**src/rtl/pxs_pkg.sv**
```systemverilog
package pxs_pkg;

  typedef enum logic [1:0] {
    DEPTH_4  = 2'd0,
    DEPTH_8  = 2'd1,
    DEPTH_12 = 2'd2,
    DEPTH_24 = 2'd3
  } depth_e;

  localparam logic [3:0] ROP_CLEAR = 4'd0;
  localparam logic [3:0] ROP_DST   = 4'd5;
  localparam logic [3:0] ROP_ONES  = 4'd15;

  // 0: explicit case table, 1: per-bit truth-table lookup
  localparam int ROP_IMPL_CASE  = 0;
  localparam int ROP_IMPL_TRUTH = 1;

endpackage

```
**src/rtl/pxs_color_pick.sv**
```systemverilog
module pxs_color_pick
  import pxs_pkg::*;
#(
  parameter int DATA_W  = 32,
  parameter int COLOR_W = 24
) (
  input  logic [DATA_W-1:0] color,
  input  logic [1:0]        depth,
  output logic [DATA_W-1:0] src
);
  localparam int NIB = 4;

  always_comb begin
    src = '0;
    unique case (depth_e'(depth))
      DEPTH_4:  src[NIB-1:0]     = color[NIB-1:0];
      DEPTH_8:  src[2*NIB-1:0]   = color[2*NIB-1:0];
      DEPTH_12: begin
        src[3*NIB-1:2*NIB] = color[6*NIB-1:5*NIB];
        src[2*NIB-1:NIB]   = color[4*NIB-1:3*NIB];
        src[NIB-1:0]       = color[2*NIB-1:NIB];
      end
      DEPTH_24: src[COLOR_W-1:0] = color[COLOR_W-1:0];
      default:  src = '0;
    endcase
  end

  always_comb begin
    if (depth == 2'd0) assert (src[DATA_W-1:NIB] == '0);
    if (depth == 2'd3) assert (src[DATA_W-1:COLOR_W] == '0);
  end

endmodule

```
**src/rtl/pxs_rop.sv**
```systemverilog
module pxs_rop
  import pxs_pkg::*;
#(
  parameter int DATA_W   = 32,
  parameter int ONES_W   = 24,
  parameter int ROP_IMPL = ROP_IMPL_TRUTH
) (
  input  logic [3:0]        rop,
  input  logic [DATA_W-1:0] s,
  input  logic [DATA_W-1:0] d,
  output logic [DATA_W-1:0] res
);
  localparam logic [DATA_W-1:0] ONES_LIM = {{(DATA_W-ONES_W){1'b0}}, {ONES_W{1'b1}}};

  generate
    if (ROP_IMPL == ROP_IMPL_CASE) begin : g_case
      always_comb begin
        unique case (rop)
          4'd0:  res = '0;
          4'd1:  res = s & d;
          4'd2:  res = s & ~d;
          4'd3:  res = s;
          4'd4:  res = ~s & d;
          4'd5:  res = d;
          4'd6:  res = s ^ d;
          4'd7:  res = s | d;
          4'd8:  res = ~(s | d);
          4'd9:  res = ~(s ^ d);
          4'd10: res = ~d;
          4'd11: res = s | ~d;
          4'd12: res = ~s;
          4'd13: res = ~s | d;
          4'd14: res = ~(s & d);
          default: res = ONES_LIM;
        endcase
      end
    end else begin : g_truth
      // opcode bit {~s,~d} selects the output for each operand pair
      logic [DATA_W-1:0] raw;
      for (genvar b = 0; b < DATA_W; b++) begin : g_bit
        assign raw[b] = rop[{~s[b], ~d[b]}];
      end
      assign res = (rop == ROP_ONES) ? ONES_LIM : raw;
    end
  endgenerate

endmodule

```
**src/rtl/pxs_merge.sv**
```systemverilog
module pxs_merge #(
  parameter int DATA_W = 32,
  parameter int SH_W   = 5
) (
  input  logic [DATA_W-1:0] dst,
  input  logic [DATA_W-1:0] op_res,
  input  logic [DATA_W-1:0] draw_mask,
  input  logic [DATA_W-1:0] global_mask,
  input  logic [SH_W-1:0]   sh,
  output logic [DATA_W-1:0] word
);
  logic [DATA_W-1:0] eff;
  logic [DATA_W-1:0] res_up;

  assign eff    = draw_mask & global_mask;
  assign res_up = op_res << sh;
  assign word   = (dst & ~eff) | (res_up & eff);

endmodule

```
**src/rtl/pxstore_unit.sv**
```systemverilog
module pxstore_unit
  import pxs_pkg::*;
#(
  parameter int DATA_W   = 32,
  parameter int COLOR_W  = 24,
  parameter int SH_W     = 5,
  parameter int ROP_IMPL = ROP_IMPL_TRUTH
) (
  input  logic              clk,
  input  logic              rst,
  input  logic              px_valid,
  input  logic [DATA_W-1:0] color,
  input  logic [DATA_W-1:0] dst_word,
  input  logic [3:0]        rop,
  input  logic [DATA_W-1:0] draw_mask,
  input  logic [DATA_W-1:0] global_mask,
  input  logic [SH_W-1:0]   store_shift,
  input  logic [1:0]        depth,
  output logic              wb_valid,
  output logic [DATA_W-1:0] wb_word
);
  logic [DATA_W-1:0] src;
  logic [DATA_W-1:0] dst_dn;
  logic [DATA_W-1:0] op_res;
  logic [DATA_W-1:0] merged;

  pxs_color_pick #(.DATA_W(DATA_W), .COLOR_W(COLOR_W)) u_pick (
    .color (color),
    .depth (depth),
    .src   (src)
  );

  assign dst_dn = dst_word >> store_shift;

  pxs_rop #(.DATA_W(DATA_W), .ONES_W(COLOR_W), .ROP_IMPL(ROP_IMPL)) u_rop (
    .rop (rop),
    .s   (src),
    .d   (dst_dn),
    .res (op_res)
  );

  pxs_merge #(.DATA_W(DATA_W), .SH_W(SH_W)) u_merge (
    .dst         (dst_word),
    .op_res      (op_res),
    .draw_mask   (draw_mask),
    .global_mask (global_mask),
    .sh          (store_shift),
    .word        (merged)
  );

  always_ff @(posedge clk) begin
    if (rst) begin
      wb_valid <= 1'b0;
      wb_word  <= '0;
    end else begin
      wb_valid <= px_valid;
      if (px_valid) wb_word <= merged;
    end
  end

  AST_VALID_NEXT: assert property (@(posedge clk) disable iff (rst)
    px_valid |=> wb_valid);
  AST_VALID_ONLY: assert property (@(posedge clk) disable iff (rst)
    !px_valid |=> !wb_valid);
  AST_HOLD_IDLE: assert property (@(posedge clk) disable iff (rst)
    !px_valid |=> $stable(wb_word));
  AST_RESET_CLEAR: assert property (@(posedge clk)
    $past(rst) |-> (!wb_valid && wb_word == '0));
  AST_KEEP_OUTSIDE: assert property (@(posedge clk) disable iff (rst)
    px_valid |=> ((wb_word & ~($past(draw_mask) & $past(global_mask))) ==
                  ($past(dst_word) & ~($past(draw_mask) & $past(global_mask)))));
  AST_CLEAR_INSIDE: assert property (@(posedge clk) disable iff (rst)
    (px_valid && rop == ROP_CLEAR) |=>
      ((wb_word & $past(draw_mask) & $past(global_mask)) == '0));
  AST_DST_ALIGN: assert property (@(posedge clk) disable iff (rst)
    (px_valid && rop == ROP_DST) |=>
      ((wb_word & $past(draw_mask) & $past(global_mask)) ==
       ((($past(dst_word) >> $past(store_shift)) << $past(store_shift)) &
        $past(draw_mask) & $past(global_mask))));

endmodule

```
**config.mk**
```make
export PLATFORM = sky130hd
export DESIGN_NAME = pxstore_unit
export DESIGN_NICKNAME = d
export VERILOG_FILES = /design/src/rtl/pxs_pkg.sv /design/src/rtl/pxs_color_pick.sv /design/src/rtl/pxs_rop.sv /design/src/rtl/pxs_merge.sv /design/src/rtl/pxstore_unit.sv
export SDC_FILE = /design/constraint.sdc
export NUM_CORES = 1
export LEC_CHECK = 0
export ABC_AREA = 1
export BUFFER_PORTS_ARGS = -buffer_cell sky130_fd_sc_hd__buf_2
export CORE_MARGIN = 2
export CORE_UTILIZATION = 56
export DETAILED_ROUTE_END_ITERATION = 10
export GPL_ROUTABILITY_DRIVEN = 0
export PLACE_DENSITY = 0.92
export REMOVE_ABC_BUFFERS = 1
export SLEW_MARGIN = 20
export SYNTH_ARGS = -nofsm -noshare
export SYNTH_HDL_FRONTEND = slang
export SYNTH_SLANG_ARGS = --single-unit
```
**constraint.sdc**
```tcl
create_clock -name clk -period 2.7 [get_ports clk]
set_clock_uncertainty 0.15 [all_clocks]
set_input_delay 0 -clock clk [delete_from_list [all_inputs] [get_ports clk]]
set_output_delay 0 -clock clk [all_outputs]
set_load 0.005 [all_outputs]
```
==> results of run 1 <==
[kinds of logic after synthesis]
logic type      Yosys count
flops                    33
compound gates          126
buf+inv                 138
simple gates            955
[stage by stage]
step	util (%)	instance area, um^2	hold WS [ps]
after floorplan	-	6340	-87.6
after CTS	72.2	8640	0.231
after detailed placement	63.9	7650	138
after global placement	63.9	7650	129
[Yosys cell counts (4+ instances only)]
master    instances  area, um^2
nor2_1           41         154
nand3_1         399        2000
nand2_4           9         101
buf_1            16        60.1
buf_6             5        56.3
o21ai_0          34         170
nand2_1         361        1360
buf_2            39         195
buf_4            13        97.6
o211ai_1          4        30.0
dfxtp_1          33         661
nand4_1          36         225
clkbuf_1         19        71.3
a21oi_1          72         360
nand3b_1         27         203
nand3_2          67         671
o21ai_1           6        30.0
inv_1            41         154
nand2_2           8        50.1
[layer usage]
metal	GRT usage, %	GRT overflow
met5	36.5	0
met2	79.8	3
met4	58.0	2
met3	53.7	0
met1	65.4	0
[what timing repair did]
action,in CTS
hold endpoints to repair,33
hold buffers,82
endpoints found under the setup margin,0
==> flow_summary.yaml, run 1 <==
status:
  stop_stage: "global routing"
  firstError: "[ERROR GRT-0232] Routing congestion too high. Check the congestion heatmap in the GUI."
  status: "did not finish"
die:
  rows: 40
  die_h_um: 115
  initial_utilization_pct: 57.2
  num_io_pins: 175
  die_w_um: 115
placement:
  dp.cells: 1503
  hpwl_um: 20000
  port_buffers: 166
  preCtsSetupSlack_ps: 112
yosys:
  ys.flop_type: "dfxtp_1"
  synth_compound_area_share_pct: 9.79
  ys_seq_area_share_pct: 9.66
  syn_area_um2: 6840
  async_flop_share_pct: 0
  syn_avg_cell_area_um2: 5.46
  synth_top_family_by_area: "simple AND/OR/NAND/NOR gates"
  synth_xor_area_share_pct: 0
  syn_inst: 1252
  yosys.area_share.simple_pct: 70.6
  yosysWarnings: 0
  synth_edf_count: 0
  synthAdderAreaFrac_pct: 0
  synth.area.mux_share_pct: 0
  synth_cell_types: 31
  synth-seq-cells: 33
global_routing:
  grt_overflow: 5
  grt_util_all_layers_pct: 65.2
  grt_max_degree: 81
clock_network:
  h-tree-depth: 2
  cts_buffers: 5
  cts.sinks: 33
  cts_resized: 0
  cts_setup_buffers: 0
  clockBufferDepth: 2
  cts_root_buf: "clkbuf_16"
timing:
  worst-ep-kind: "register input"
  grt-worst-endpoint: "wb_word[0]$_SDFFE_PP0P_/D"
==> run 2: changes to the inputs <==
Settings changed: CORE_UTILIZATION 56 to 40, PLACE_DENSITY 0.92 to unset, PLACE_DENSITY_LB_ADDON set to 0.15.
==> run 2 against run 1 <==
  * The run now ends clean
  * Synthesized cell count is the same
  * Synthesized area did not move
==> flow_summary.yaml, run 2 <==
status:
  status: "finished clean"
timing:
  slew_viol_final: 0
  maxSlewHeadroom_pct: 46.3
  max_freq_ghz: 0.386
  setup-violations-final: 0
  final.period_utilization_pct: 95.9
  min_period_ps: 2590
  tns_ps: 0
  worstMarginPinSlew_ps: 804
  finalHoldViolations: 0
yosys:
  syn_inst: 1252
  ys.flop_type: "dfxtp_1"
  syn_avg_cell_area_um2: 5.46
  async_flop_share_pct: 0
  yosysWarnings: 0
  synth_top_cells_by_area: "nand3_1, nand2_1, nand3_2, dfxtp_1, a21oi_1"
  synth_cell_types: 31
  synth-seq-cells: 33
  synth_edf_count: 0
  synth_most_common_cell: "nand3_1"
  ys_seq_area_share_pct: 9.66
  yosys.area.top_type_share_pct: 29.2
  syn_area_um2: 6840
  yosysTopAreaCell: "nand3_1"
  ys_top_cells_by_count: "nand3_1, nand2_1, a21oi_1, nand3_2"
die:
  num_io_pins: 175
  die_h_um: 135
  coreArea_um2: 16600
  rows: 47
  die-area_um2: 18200
  die_w_um: 135
  initial_utilization_pct: 41.1
drt:
  ant_nets: 0
  drt_iter0_markers: 1361
  vias: 10100
  firstDrtPassIters: 6
  drc: 0
  routed_wl_um: 31800
  avgViaCountPerCell: 5.97
  drt-wirelength-per-cell_um: 18.8
layout:
  n_antenna_cell: 0
  layout_common_cells: "nand3_1, nand2_1, buf_2, dlygate4sd3_1, nand3_2"
  largest_reg_flops: 32
  nets: 1611
  final_core_util_pct: 55.5
  syn2layout_area_growth_pct: 35.2
  multiInputGateArea_um2: 5660
  largest_registers: "wb_word (32), wb_valid (1)"
  finalNonFillerCells: 1690
  mostFrequentLayoutCell: "nand3_1"
  drive_gt1_share_pct: 23.8
  regMostFlops: "wb_word"
  fillers: 1693
  sequential_cell_area_um2: 661
placement:
  dp.cells: 1590
  hpwl_um: 22400
  port_buffers: 166
power:
  power.internal_mw: 1.63
  p_switching_mw: 1.31
  p_leak_nw: 4.51
  vdd.ir_drop.worst_uv: 345
  power_mw: 2.93
  clockPowerShare_pct: 23.0
  switching_share_pct: 44.5
  comb_power_share_pct: 58.7
  p_seq_share_pct: 18.3
  powerDensity_nw_per_um2: 318
clock_network:
  cts_buffers: 5
  h-tree-depth: 2
  cts_root_buf: "clkbuf_16"
  clock_latency_ps: 290
  clkTransAtPathRegs_ps: 60
  cts_tree: "built"
  clockBufferDepth: 2
  cts.sinks: 33
worst_setup_path:
  cp_slowest_cell: "dlygate4sd3_1"
  cp_max_fo: 12
  crit_chain: "buf_6 -> inv_6 -> clkbuf_16 -> nand2_1 -> nand3_1 -> nand3_2 -> nand3_4 -> nand3_1 -> nand3_1 -> nand3b_1 -> nand2_2 -> buf_4 -> nand3_2 -> nand2_1 -> nand2_1 -> nor2_2 -> nand4_1 -> dlygate4sd3_1 -> a21oi_1"
  path_buf_inv: 5
  path_class: "primary input to flop"
  max_stage_delay_ps: 580
  crit_required_ps: 2770
  crit_family: "simple AND/OR/NAND/NOR gates"
  cp-start-kind: "primary input"
  end_kind: "flop"
  crit_arrival_ps: 2660
global_routing:
  grt_pass1_wl_um: 46800
  grt_util_all_layers_pct: 32.5
  antenna_found_initial: 1
  grt_overflow: 0
  grt_max_degree: 50
  grt_pass1_vias: 8961
job:
  maxCapViolations: 0
hold_path:
  holdCritPathClass: "primary input to flop"
[run 2: what timing repair did]
action                     in CTS  in global routing
buffers inserted                0                  3
hold endpoints to repair       32                  0
setup endpoints to repair       0                  7
resized for setup               0                 41
hold buffers                   82                  0
[run 2: final timing paths]
| path | slack [ps] | to | start | depth (start not counted) |
|---|---|---|---|---|
| max | 110 | wb_word[2] | store_shift[0] | 19 |
| min reg2reg | 310 | wb_word[17] | wb_word[17] | 2 |
| max reg2reg | 1340 | wb_word[8] | wb_word[8] | 3 |
| min | 3 | wb_word[26] | global_mask[26] | 6 |
[run 2: kinds of logic after synthesis]
| group | count (synthesis) | share of synthesized area (%) |
|---|---|---|
| and+or+nand+nor | 955 | 70.6 |
| DFF | 33 | 9.66 |
| AOI/OAI and AO/OA | 126 | 9.79 |
| buffers and inverters | 138 | 9.90 |
[run 2: area by class of cell]
cell class | instances | area share (%)
Tap cell | 220 | 2.98
Timing Repair inverter | 1 | 0.0948
Inverter | 45 | 2.02
Sequential cell | 33 | 7.15
Timing Repair Buffer | 302 | 24.7
Clock inverter | 1 | 0.325
Clock buffer | 7 | 1.54
Multi-Input combinational cell | 1081 | 61.2
[run 2: layer usage]
metal,track usage [%],part of all wire (%),wire length (um),vias up
met5,0,0,0,-
li1,-,-,-,4784
met1,45.4,41,13000,4527
met3,4.80,11,3480,114
met2,50.8,44,13900,668
met4,11.6,4.5,1430,0
[run 2: per-stage QoR]
| step | instance area [um^2] | hold WS [ps] | worst slack [ps] |
|---|---|---|---|
| 2_1_floorplan | 6340 | -87.6 | -357 |
| 3_3_place_gp | 7910 | 135 | 135 |
| 3_5_place_dp | 7910 | 140 | 95.9 |
| 4_1_cts | 8900 | 0.906 | 24.2 |
| 5_1_grt | 9240 | 37.2 | -9.73 |
| 6_report | 9240 | 3.02 | 111 |
[run 2: power groups by stage]
stage	clock network [mW]	logic (mW)	registers (mW)
finish	0.675	1.72	0.538
global route	0.698	1.86	0.542
CTS	0.675	1.59	0.537
detailed placement	0	1.49	0.547
global placement	0	1.47	0.546
floorplan	0	0.874	0.551
[run 2: worst register-to-register path, stage by stage, from the launching register on]
cell and delay, ps:
dfxtp_1 310, o21ai_0 170, a21oi_1 60, dlygate4sd3_1 560
Note: power is estimated with default switching activity, not from simulation.
